[config.mk]
export PLATFORM = sky130hd
export DESIGN_NAME = cascadeEventCounter
export DESIGN_NICKNAME = d
export VERILOG_FILES = /design/src/rtl/cec_pkg.sv /design/src/rtl/cecControl.sv /design/src/rtl/cecDatapath.sv /design/src/rtl/cecReadUnit.sv /design/src/rtl/cascadeEventCounter.sv
export SDC_FILE = /design/constraint.sdc
export NUM_CORES = 1
export LEC_CHECK = 0
export BUFFER_PORTS_ARGS = -buffer_cell sky130_fd_sc_hd__buf_2
export CORE_MARGIN = 3
export CORE_UTILIZATION = 35
export DETAILED_ROUTE_END_ITERATION = 7
export PLACE_DENSITY = 0.59
export SLEW_MARGIN = 20
export SYNTH_ARGS = -nofsm -noshare
export SYNTH_HDL_FRONTEND = slang
export SYNTH_SLANG_ARGS = --single-unit
[constraint.sdc]
create_clock -name clk -period 2.05 [get_ports clk]
set_clock_uncertainty 0.05 [all_clocks]
set_input_delay 0.41 -clock clk [delete_from_list [all_inputs] [get_ports clk]]
set_output_delay 0.41 -clock clk [all_outputs]
set_load 0.05 [all_outputs]
[src/rtl/cec_pkg.sv]
package cec_pkg;

  // Strobes from the control unit to the counter datapath and read unit.
  typedef struct packed {
    logic clearAll;
    logic lowInc;
    logic highInc;
    logic flagSet;
    logic flagClr;
    logic capture;
  } cecStrobes_t;

endpackage

[src/rtl/cecControl.sv]
module cecControl
  import cec_pkg::*;
(
  input  logic        clk,
  input  logic        rstN,
  input  logic        runEn,
  input  logic        cntPulse,
  input  logic        readStb,
  input  logic        flagClr,
  input  logic        lowAtMax,
  output cecStrobes_t stb
);

  logic runSeen;       // runEn seen on the previous cycle
  logic swallowPend;   // upper stage still waits for its first pulse
  logic wrapEv;

  always_ff @(posedge clk or negedge rstN) begin
    if (!rstN) begin
      runSeen     <= 1'b0;
      swallowPend <= 1'b1;
    end else begin
      runSeen <= runEn;
      if (!runEn)
        swallowPend <= 1'b1;
      else if (wrapEv)
        swallowPend <= 1'b0;
    end
  end

  always_comb begin
    stb          = '0;
    stb.clearAll = ~runEn;
    stb.lowInc   = runEn & runSeen & cntPulse;
    wrapEv       = stb.lowInc & lowAtMax;
    stb.highInc  = wrapEv & ~swallowPend;
    stb.flagSet  = wrapEv;
    stb.flagClr  = flagClr;
    stb.capture  = readStb;
  end

endmodule

[src/rtl/cecDatapath.sv]
module cecDatapath
  import cec_pkg::*;
#(
  parameter int LOW_W  = 8,
  parameter int HIGH_W = 16
) (
  input  logic              clk,
  input  logic              rstN,
  input  cecStrobes_t       stb,
  output logic [LOW_W-1:0]  lowCount,
  output logic [HIGH_W-1:0] highCount,
  output logic              lowOvf,
  output logic              lowAtMax
);

  localparam logic [LOW_W-1:0]  LOW_ONE  = {{(LOW_W-1){1'b0}}, 1'b1};
  localparam logic [HIGH_W-1:0] HIGH_ONE = {{(HIGH_W-1){1'b0}}, 1'b1};

  assign lowAtMax = &lowCount;

  always_ff @(posedge clk or negedge rstN) begin
    if (!rstN) begin
      lowCount <= '0;
    end else if (stb.clearAll) begin
      lowCount <= '0;
    end else if (stb.lowInc) begin
      lowCount <= lowCount + LOW_ONE;
    end
  end

  always_ff @(posedge clk or negedge rstN) begin
    if (!rstN) begin
      highCount <= '0;
    end else if (stb.clearAll) begin
      highCount <= '0;
    end else if (stb.highInc) begin
      highCount <= highCount + HIGH_ONE;
    end
  end

  always_ff @(posedge clk or negedge rstN) begin
    if (!rstN) begin
      lowOvf <= 1'b0;
    end else if (stb.clearAll || stb.flagClr) begin
      lowOvf <= 1'b0;
    end else if (stb.flagSet) begin
      lowOvf <= 1'b1;
    end
  end

endmodule

[src/rtl/cecReadUnit.sv]
module cecReadUnit #(
  parameter int LOW_W  = 8,
  parameter int HIGH_W = 16,
  localparam int TOTAL_W = LOW_W + HIGH_W
) (
  input  logic               clk,
  input  logic               rstN,
  input  logic               capture,
  input  logic [LOW_W-1:0]   lowCount,
  input  logic [HIGH_W-1:0]  highCount,
  input  logic               lowOvf,
  output logic               snapValid,
  output logic [TOTAL_W-1:0] snapValue
);

  logic [LOW_W-1:0]  capLow;
  logic [HIGH_W-1:0] capHigh;
  logic              capFlag;
  logic [HIGH_W-1:0] fixedHigh;

  always_ff @(posedge clk or negedge rstN) begin
    if (!rstN) begin
      capLow    <= '0;
      capHigh   <= '0;
      capFlag   <= 1'b0;
      snapValid <= 1'b0;
    end else begin
      snapValid <= capture;
      if (capture) begin
        capLow  <= lowCount;
        capHigh <= highCount;
        capFlag <= lowOvf;
      end
    end
  end

  // A pending flag means the upper stage is one pulse behind.
  always_comb begin
    fixedHigh = capHigh + {{(HIGH_W-1){1'b0}}, capFlag};
    snapValue = {fixedHigh, capLow};
  end

endmodule

[src/rtl/cascadeEventCounter.sv]
module cascadeEventCounter
  import cec_pkg::*;
#(
  parameter int LOW_W  = 8,
  parameter int HIGH_W = 16,
  localparam int TOTAL_W = LOW_W + HIGH_W
) (
  input  logic               clk,
  input  logic               rstN,
  input  logic               runEn,
  input  logic               cntPulse,
  input  logic               readStb,
  input  logic               flagClr,
  output logic [LOW_W-1:0]   lowCount,
  output logic [HIGH_W-1:0]  highCount,
  output logic               lowOvf,
  output logic               snapValid,
  output logic [TOTAL_W-1:0] snapValue
);

  cecStrobes_t stb;
  logic        lowAtMax;

  cecControl i_control (
    .clk      (clk),
    .rstN     (rstN),
    .runEn    (runEn),
    .cntPulse (cntPulse),
    .readStb  (readStb),
    .flagClr  (flagClr),
    .lowAtMax (lowAtMax),
    .stb      (stb)
  );

  cecDatapath #(.LOW_W(LOW_W), .HIGH_W(HIGH_W)) i_datapath (
    .clk       (clk),
    .rstN      (rstN),
    .stb       (stb),
    .lowCount  (lowCount),
    .highCount (highCount),
    .lowOvf    (lowOvf),
    .lowAtMax  (lowAtMax)
  );

  cecReadUnit #(.LOW_W(LOW_W), .HIGH_W(HIGH_W)) i_readUnit (
    .clk       (clk),
    .rstN      (rstN),
    .capture   (stb.capture),
    .lowCount  (lowCount),
    .highCount (highCount),
    .lowOvf    (lowOvf),
    .snapValid (snapValid),
    .snapValue (snapValue)
  );

endmodule

==> qor.csv, run 1 <==
stage,metric,value,unit
floorplan,initial_core_util,37.2,%
floorplan,die_w,92.4,µm
sta,fin_crit_sh,112,%
clock_network,cts.path.max_buffers,2,
critical_path,cp_max_fo,4,
floorplan,die_h,92.4,µm
placement,io_buffer_count,55,
logic_synthesis,ys_warn_count,0,
pwr,p_per_area,515,nW/µm²
detailed_routing,drt_iter0_drc,108,
floorplan,num_rows,30,
logic_synthesis,syn_inst,232,
clock_network,cts_tree,done,
layout,area_delta_synth_final,39.9,%
run_status,outcome,"complete, but fails checks",
sta,min_period,2300,ps
logic_synthesis,synth_edf_count,0,
critical_path,regToRegEndpoint,i_datapath.highCount[13],
placement,routabilityCongestion,0.756,
grt,overflow,0,
detailed_routing,avgRoutedWirePerCell,13.8,µm
placement,hpwl,4120,µm
critical_path,cp.required,1590,ps
sta,max_freq,434,MHz
floorplan,io_pins,56,
detailed_routing,totalWireLength,5710,µm
floorplan,dieArea,8530,µm²
clock_network,cts_root_buffer,clkbuf_8,
clock_network,clock_latency,300,ps
sta,slew_headroom,61.0,%
run,maxCapViolCount,0,
detailed_routing,drc,0,
logic_synthesis,yosys.area.top_type_share,49.9,%
layout,final_core_util,52.0,%
logic_synthesis,seq_area_frac_synth,50.9,%
logic_synthesis,ys_types,42,
layout,fin_cells,413,
sta,finalHoldViolations,0,
sta,tightest_slew,584,ps
logic_synthesis,ys_ff_latch,53,
logic_synthesis,synth-main-ff-cell,dfrtp_1,
floorplan,core,7020,µm²
pwr,leakage,1.84,nW
layout,final_nets,326,
sta,rsz0062_at_grt,yes,
critical_path,arrival,1840,ps
critical_path,r2r_setup_slack,200,ps
clock_network,cts_buffers,5,
detailed_routing,via_per_inst,4.90,
detailed_routing,drt-pass1-iter-count,4,
grt,grt_pass1_vias,1979,
pwr,ir_drop,0.368,mV
grt,grt_pass1_wl,9580,µm
sta,setup_slack,-253,ps
critical_path,critPathLaunch,i_readUnit.capFlag,
hold_path,hp-class,in -> async,
clock_network,cts.htree.levels,2,
logic_synthesis,syn-cell-area,2610,µm²
run_status,violations,setup timing,
critical_path,r2r-start,i_datapath.lowCount[0],
clock_network,cts_hold_buf,0,
sta,setup_viol,12,
clock_network,clock_sinks,53,
grt,grt_max_degree,54,
critical_path,start_kind,flop,
detailed_routing,final_antenna_net_count,0,
logic_synthesis,synth_area_leaders,"dfrtp_1 50%, mux2_2 9.5%, xnor2_1 6.4%",
critical_path,worstSetupEndpoint,snapValue[23],
grt,gr-usage-all-layers,13.9,%
detailed_routing,vias,2022,
layout,n_fill_cell,659,
critical_path,critPathCaptureType,output port,
placement,post-place-ws,-137,ps
clock_network,clk_pin_slew,90,ps
logic_synthesis,async_reset_ff_share,100,%
logic_synthesis,yosys.area.top_type,dfrtp_1,
critical_path,critPathKind,reg -> out,
logic_synthesis,synthesis.nets,242,
grt,antenna_found_initial,0,
critical_path,reg2reg_depth,6,
layout,diodes,0,
layout,layout-drive-gt1-share,47.0,%
logic_synthesis,avgSynthCellArea,11.3,µm²
sta,finalMaxSlewViolations,0,
placement,dp_cells,397,
-- per-stage QoR --
| stage | hold WS [ps] | power, mW | area [µm²] | setup TNS [ps] |
|---|---|---|---|---|
| 2_1_floorplan | 64.4 | 1.13 | 2730 | -338 |
| 3_3_place_gp | 378 | 1.18 | 3260 | -131 |
| 3_5_place_dp | 378 | 1.19 | 3260 | -267 |
| 4_1_cts | 36.8 | 1.91 | 3570 | -2260 |
| 5_1_grt | 34.7 | 1.97 | 3650 | -3530 |
| 6_report | 35.5 | 1.88 | 3650 | -2090 |
-- synth_stat cells, drive strengths merged (2+ instances only) --
| cell | instances |
|---|---|
| a21boi | 2 |
| a311oi | 2 |
| and2 | 14 |
| and3 | 2 |
| and4 | 3 |
| buf | 5 |
| clkbuf | 4 |
| dfrtp | 52 |
| ha | 4 |
| inv | 6 |
| mux2 | 22 |
| nand2 | 21 |
| nand2b | 2 |
| nand3 | 13 |
| nand4 | 11 |
| nor2 | 7 |
| nor2b | 2 |
| nor3 | 5 |
| o21ai | 11 |
| o31ai | 4 |
| or3 | 2 |
| xnor2 | 19 |
| xor2 | 8 |
-- layer usage --
metal / up-vias / track usage (%) / part of all wire, %
li1: 985 / - / -
met1: 985 / 18.1 / 45
met2: 43 / 23.4 / 50
met3: 9 / 2.68 / 3.9
met4: 0 / 4.21 / 1.3
met5: - / 0 / 0
-- layout make-up --
cell class	instances	area [µm²]	area share (%)
timing repair buffer	86	608	16.7
inverter	6	22.5	0.617
clock buffer	7	86.3	2.36
clock inverter	1	30.0	0.822
tap	96	120	3.29
multi-input combinational	164	1450	39.8
sequential	53	1330	36.4
-- worst min-delay path by stage --
stage	startpoint	endpoint	depth (start not counted)
after floorplan	rstN	i_control.runSeen	0
after global placement	rstN	i_datapath.lowCount[3]	2
after detailed placement	rstN	i_readUnit.capLow[3]	2
after CTS	rstN	i_datapath.lowOvf	2
after global routing	rstN	i_readUnit.capLow[1]	2
final	rstN	i_datapath.highCount[5]	2
-- kinds of logic after synthesis --
| family | Yosys count | synth area share [%] |
|---|---|---|
| fa+ha+maj | 4 | 1.92 |
| xor+xnor | 27 | 9.06 |
| buf+inv | 15 | 2.59 |
| compound gates | 25 | 6.28 |
| flops | 53 | 50.9 |
| simple gates | 85 | 19.4 |
| mux | 23 | 9.88 |
-- worst max-delay path, stage by stage, from the launching register on --
cell and delay [ps]:
dfrtp_1 400, ha_4 170, buf_6 90, nand4_1 170, nor2_4 190, nand4_1 160, xnor2_2 190, buf_6 170
-- placed cells by master (no fill, tap or decap), drive strengths merged, types with 4 or more instances in the layout --
cell / count
nand4: 11
nand2: 21
mux2: 22
nor3: 5
xnor2: 19
inv: 6
clkbuf: 7
dfrtp: 52
nand3: 13
and2: 14
buf: 86
xor2: 8
nor2: 7
o31ai: 4
ha: 4
o21ai: 11
-- flip-flops by register name, indices dropped and copies added, names as in the netlist --
| signal | cells |
|---|---|
| i_control.swallowPend | 1 |
| i_datapath.lowOvf | 1 |
| i_datapath.highCount | 16 |
| i_readUnit.snapValid | 1 |
| i_readUnit.capHigh | 16 |
| i_control.runSeen | 1 |
| i_readUnit.capLow | 8 |
| i_datapath.lowCount | 8 |
| i_readUnit.capFlag | 1 |
-- repair_timing --
action | in CTS | in global routing
resized for setup | 45 | 9
pin swaps | 8 | 9
buffers inserted | 2 | 6
endpoints found under the setup margin | 13 | 14
-- where the power goes --
part	total, mW	switching [mW]	leakage [nW]	internal (mW)
Combinational	0.105	0.0738	1.06	0.0313
Clock	0.719	0.321	0.0585	0.398
Sequential	1.06	0.00423	0.728	1.05
Total	1.88	0.399	1.84	1.48
Note: power is estimated with default switching activity, not from simulation.
==> run 2: changes to the inputs <==
--- a/config.mk
+++ b/config.mk
@@ -7,9 +7,10 @@
 export LEC_CHECK = 0
 export BUFFER_PORTS_ARGS = -buffer_cell sky130_fd_sc_hd__buf_2
 export CORE_MARGIN = 3
-export CORE_UTILIZATION = 35
+export CORE_UTILIZATION = 54
 export DETAILED_ROUTE_END_ITERATION = 7
-export PLACE_DENSITY = 0.59
+export GPL_ROUTABILITY_DRIVEN = 0
+export PLACE_DENSITY = 0.83
 export SLEW_MARGIN = 20
 export SYNTH_ARGS = -nofsm -noshare
 export SYNTH_HDL_FRONTEND = slang
==> run 2 against run 1 <==
Clock power shrank 22%. Cell area shrank 2.5%. Largest cell class unchanged. Cell count shrank 11%. Routed wire length grew 2.5%. Register-to-register slack lost 40 ps. Non-clock buffer count shrank 3. Critical path type unchanged. Count of clock-buffer cells in the layout is the same. Sequential power is essentially flat. Highest routed layer unchanged. The flow still finishes with violations (setup timing). Via count grew 0.84%.
==> qor.csv, run 2 (synthesis gave the netlist of run 1 again) <==
stage,metric,value,unit
grt,antenna_found_initial,0,
placement,hpwl,4040,µm
grt,overflow,0,
clock_network,cts_root_buffer,clkbuf_8,
sta,tightest_slew,593,ps
placement,post-place-ws,-108,ps
clock_network,cts_tree,done,
detailed_routing,vias,2039,
pwr,finalPower,1.72,mW
layout,layout_commonest_cell,dfrtp_1,
sta,holdWs,208,ps
clock_network,clock_sinks,53,
pwr,p_per_area,483,nW/µm²
sta,tns,-2510,ps
clock_network,clock_latency,310,ps
grt,grt_pass1_wl,9370,µm
hold_path,hp-start,flagClr,
detailed_routing,drt-pass1-iter-count,4,
floorplan,num_rows,24,
run_status,outcome,"complete, but fails checks",
sta,min_period,2360,ps
layout,reg_top3,"i_datapath.highCount (16), i_readUnit.capHigh (16)",
hold_path,hold_end,i_datapath.lowOvf,
critical_path,critPathCaptureType,output port,
sta,finalMaxSlewViolations,0,
run,maxCapViolCount,0,
floorplan,io_pins,56,
detailed_routing,totalWireLength,5850,µm
detailed_routing,drt_iter0_drc,92,
sta,rsz0062_at_grt,yes,
critical_path,r2r-start,i_datapath.lowCount[1],
critical_path,cp.required,1590,ps
detailed_routing,final_antenna_net_count,0,
grt,globalRouteMet1Util,27.8,%
run_status,violations,setup timing,
grt,grt_max_degree,36,
grt,top_usage_layer,met2,
pwr,leakage,1.81,nW
layout,area_delta_synth_final,36.4,%
clock_network,clk_pin_slew,90,ps
floorplan,die_w,75.5,µm
layout,final_nets,323,
sta,setup_viol,12,
detailed_routing,avgRoutedWirePerCell,16.0,µm
detailed_routing,drc,0,
critical_path,critPathKind,reg -> out,
sta,setup_slack,-314,ps
floorplan,core,4500,µm²
critical_path,arrival,1900,ps
grt,grt_pass1_vias,1955,
clock_network,cts_buffers,5,
detailed_routing,via_per_inst,5.57,
critical_path,r2r_setup_slack,160,ps
critical_path,critPathLaunch,i_readUnit.capHigh[0],
floorplan,initial_core_util,57.9,%
clock_network,cts.path.max_buffers,2,
critical_path,cp_max_fo,3,
hold_path,min_path_cells,2,
critical_path,reg2reg_depth,5,
sta,fin_crit_sh,115,%
clock_network,cts.htree.levels,2,
grt,gr-usage-all-layers,21.8,%
layout,layout-drive-gt1-share,46.5,%
critical_path,start_kind,flop,
critical_path,regToRegEndpoint,i_datapath.highCount[10],
sta,max_freq,423,MHz
pwr,ir_drop,0.581,mV
grt,met3_usage,2.11,%
floorplan,dieArea,5700,µm²
layout,fin_area,3560,µm²
sta,slew_headroom,60.4,%
placement,placed_area,3190,µm²
grt,gr-usage-met2,38.9,%
sta,finalHoldViolations,0,
floorplan,die_h,75.5,µm
layout,mostFrequentLayoutCells,"50 x dfrtp_1, 41 x buf_2, 25 x buf_4",
hold_path,hp-class,in -> reg,
placement,io_buffer_count,55,
layout,diodes,0,
-- run 2: critical path: stages, from the launching register on --
cell and delay, ps:
dfrtp_1 400, ha_4 180, ha_4 160, nand3_4 90, nor2_4 160, nand4_1 230, xnor2_4 210, buf_6 180
-- run 2: report_power, final --
group | internal, mW | switching, mW | leakage (nW)
registers | 1.05 | 0.00557 | 0.728
clock network | 0.242 | 0.319 | 0.0385
logic | 0.0303 | 0.0721 | 1.04
-- run 2: worst max-delay path by stage --
stage | cells past startpoint | endpoint | slack (ps)
after floorplan | 5 | snapValue[23] | -120
after global placement | 6 | snapValue[20] | -60
after detailed placement | 6 | snapValue[20] | -110
after CTS | 6 | snapValue[20] | -290
after global routing | 7 | snapValue[23] | -390
final | 7 | snapValue[20] | -310
-- run 2: area by class of cell --
| type | count | area (µm²) |
|---|---|---|
| clock buffers | 7 | 76.3 |
| clock inverters | 1 | 7.51 |
| fillers | 277 | 943 |
| inverters | 6 | 22.5 |
| multi-input cells | 164 | 1470 |
| flip-flops and latches | 53 | 1330 |
| well taps | 52 | 65.1 |
| repair buffers | 83 | 592 |
-- run 2: layer usage --
metal	vias to the layer above	wire [µm]
met5	-	0
met4	0	65
met3	6	179
met2	54	3050
met1	1009	2550
li1	970	-
-- run 2: per-stage QoR --
step | instances | util (%)
after floorplan | 232 | -
after global placement | 351 | 70.9
after detailed placement | 351 | 70.9
after CTS | 362 | 77.5
after global routing | 366 | 79.1
final | 366 | 79.1
-- run 2: timing repair --
action                     CTS  global route
hold endpoints to repair    10             0
hold buffers                 1             0
gates resized for setup     48            10
pin swaps                    4             7
setup buffers                2             4
setup endpoints to repair   13            16
==> run 3: changes to the inputs <==
--- a/config.mk
+++ b/config.mk
@@ -5,9 +5,10 @@
 export SDC_FILE = /design/constraint.sdc
 export NUM_CORES = 1
 export LEC_CHECK = 0
+export ABC_AREA = 1
 export BUFFER_PORTS_ARGS = -buffer_cell sky130_fd_sc_hd__buf_2
 export CORE_MARGIN = 3
-export CORE_UTILIZATION = 54
+export CORE_UTILIZATION = 55
 export DETAILED_ROUTE_END_ITERATION = 7
 export GPL_ROUTABILITY_DRIVEN = 0
 export PLACE_DENSITY = 0.83
==> run 3 against run 2 <==
The run still ends with setup timing left. Synthesized cell count grew 51%. Fmax increased by 3.7%. Cell count increased by 31%. Critical endpoint is now snapValue[14].
==> qor.csv, run 3 <==
stage,metric,value,unit
run_status,outcome,"complete, but fails checks",
run_status,violations,setup timing,
critical_path,critPathCaptureType,output port,
detailed_routing,drt-pass1-iter-count,4,
pwr,p_per_area,505,nW/µm²
floorplan,die_h,78.9,µm
pwr,leakage,1.80,nW
clock_network,cts_buffers,5,
detailed_routing,vias,2519,
layout,area_delta_synth_final,24.4,%
sta,max_freq,439,MHz
logic_synthesis,yosys.area.top_type_share,44.6,%
sta,finalHoldViolations,0,
logic_synthesis,avgSynthCellArea,8.32,µm²
logic_synthesis,async_reset_ff_share,100,%
grt,grt_pass1_vias,2397,
clock_network,cts.path.max_buffers,2,
logic_synthesis,synth_edf_count,0,
placement,io_buffer_count,55,
sta,finalMaxSlewViolations,0,
grt,grt_pass1_wl,11500,µm
logic_synthesis,synth_area_leaders,"dfrtp_1 45%, nand2_1 10%, nand3_1 6.0%",
layout,mostFrequentLayoutCells,"78 x nand2_1, 52 x dfrtp_1, 41 x buf_2",
detailed_routing,drc,0,
critical_path,r2r_setup_slack,430,ps
sta,fin_crit_sh,111,%
detailed_routing,final_antenna_net_count,0,
floorplan,die_w,78.9,µm
floorplan,dieArea,6220,µm²
clock_network,clk_pin_slew,100,ps
layout,layout_commonest_cell,nand2_1,
layout,final_nets,421,
detailed_routing,avgRoutedWirePerCell,14.5,µm
placement,placed_area,3360,µm²
pwr,ir_drop,0.278,mV
placement,dp_cells,469,
clock_network,cts_tree,done,
placement,post-place-ws,11.9,ps
logic_synthesis,seq_area_frac_synth,45.5,%
logic_synthesis,synthesis.nets,361,
grt,antenna_found_initial,0,
critical_path,arrival,1820,ps
logic_synthesis,ys_top_cells_by_count,"80 x nand2_1, 52 x dfrtp_1, 36 x inv_1",
critical_path,cp.required,1590,ps
critical_path,r2r-start,i_datapath.lowCount[1],
sta,setup_viol,12,
sta,tightest_slew,368,ps
detailed_routing,via_per_inst,5.26,
critical_path,critPathLaunch,i_readUnit.capHigh[0],
layout,diodes,0,
sta,setup_slack,-229,ps
clock_network,clock_latency,310,ps
logic_synthesis,yosys.area.top_type,dfrtp_1,
clock_network,clock_sinks,53,
logic_synthesis,ys_types,36,
logic_synthesis,ys_warn_count,0,
clock_network,cts_hold_buf,0,
sta,slew_headroom,75.5,%
logic_synthesis,syn-cell-area,2920,µm²
layout,layout-drive-gt1-share,30.8,%
logic_synthesis,yosysMostFrequentCell,nand2_1,
critical_path,reg2reg_depth,6,
detailed_routing,drt_iter0_drc,206,
hold_path,hp-class,in -> async,
critical_path,critPathKind,reg -> out,
logic_synthesis,syn_inst,351,
sta,rsz0062_at_grt,yes,
layout,reg_top3,"i_datapath.highCount (16), i_readUnit.capHigh (16)",
critical_path,start_kind,flop,
critical_path,regToRegEndpoint,i_datapath.highCount[12],
layout,multi_input_area,1560,µm²
floorplan,core,4910,µm²
layout,final_core_util,74.0,%
logic_synthesis,ys_ff_latch,53,
run,maxCapViolCount,0,
grt,grt_max_degree,54,
grt,gr-usage-all-layers,23.7,%
layout,seqCellArea,1330,µm²
clock_network,cts_root_buffer,clkbuf_8,
sta,min_period,2280,ps
sta,tns,-1560,ps
detailed_routing,totalWireLength,6950,µm
grt,overflow,0,
clock_network,cts.htree.levels,2,
floorplan,io_pins,56,
critical_path,worstSetupEndpoint,snapValue[14],
layout,fin_cells,479,
layout,n_fill_cell,355,
floorplan,num_rows,25,
placement,hpwl,4850,µm
critical_path,cp_max_fo,2,
floorplan,initial_core_util,59.4,%
logic_synthesis,synth-main-ff-cell,dfrtp_1,
layout,fin_area,3630,µm²
run 3: area by class of cell:
class	instances	area share, %
multi-input combinational	248	43.0
tap	67	2.31
timing repair buffer	63	11.6
clock buffer	6	2.00
inverter	40	4.17
clock inverter	2	0.413
sequential	53	36.5
run 3: critical path, cell delays in order, from the launching register on:
cell and delay [ps]:
dfrtp_1 370, ha_2 210, ha_4 150, nand2_4 60
nor3_4 240, buf_6 130, xor2_2 170, buf_6 180
run 3: how the worst min path moves through the flow:
stage,startpoint,to,cells past startpoint
finish,rstN,i_control.runSeen,2
global placement,rstN,i_readUnit.capLow[5],2
detailed placement,rstN,i_readUnit.capLow[5],2
floorplan,rstN,i_control.runSeen,0
CTS,rstN,i_readUnit.capLow[5],2
global route,rstN,i_datapath.highCount[0],2
run 3: stage by stage:
step                hold slack, ps  power (mW)
floorplan                     64.4        1.21
global placement               372        1.26
detailed placement             370        1.27
CTS                           35.6        1.85
global route                  39.2        1.91
finish                        25.6        1.83
run 3: layer usage:
metal	share of wire, %	track usage [%]	wire length [µm]	vias to the layer above
met5	0	0	0	-
met4	1.6	8.08	108	0
met3	4.0	3.63	276	8
met2	51	40.6	3560	67
met1	43	30.7	3010	1193
li1	-	-	-	1251
run 3: what timing repair did:
action	4_1_cts	5_1_grt
pin swaps	1	4
setup endpoints to repair	13	14
buffers inserted	1	2
resized for setup	35	12
run 3: cells by family after synthesis:
group / synth area share [%]
fa+ha+maj: 1.71
xor+xnor: 5.40
buf+inv: 7.03
simple gates: 32.0
mux: 1.93
flops: 45.5
compound gates: 6.43
run 3: report_power, final:
part	switching, mW	internal, mW
Clock	0.339	0.241
Sequential	0.0130	1.06
Combinational	0.134	0.0449
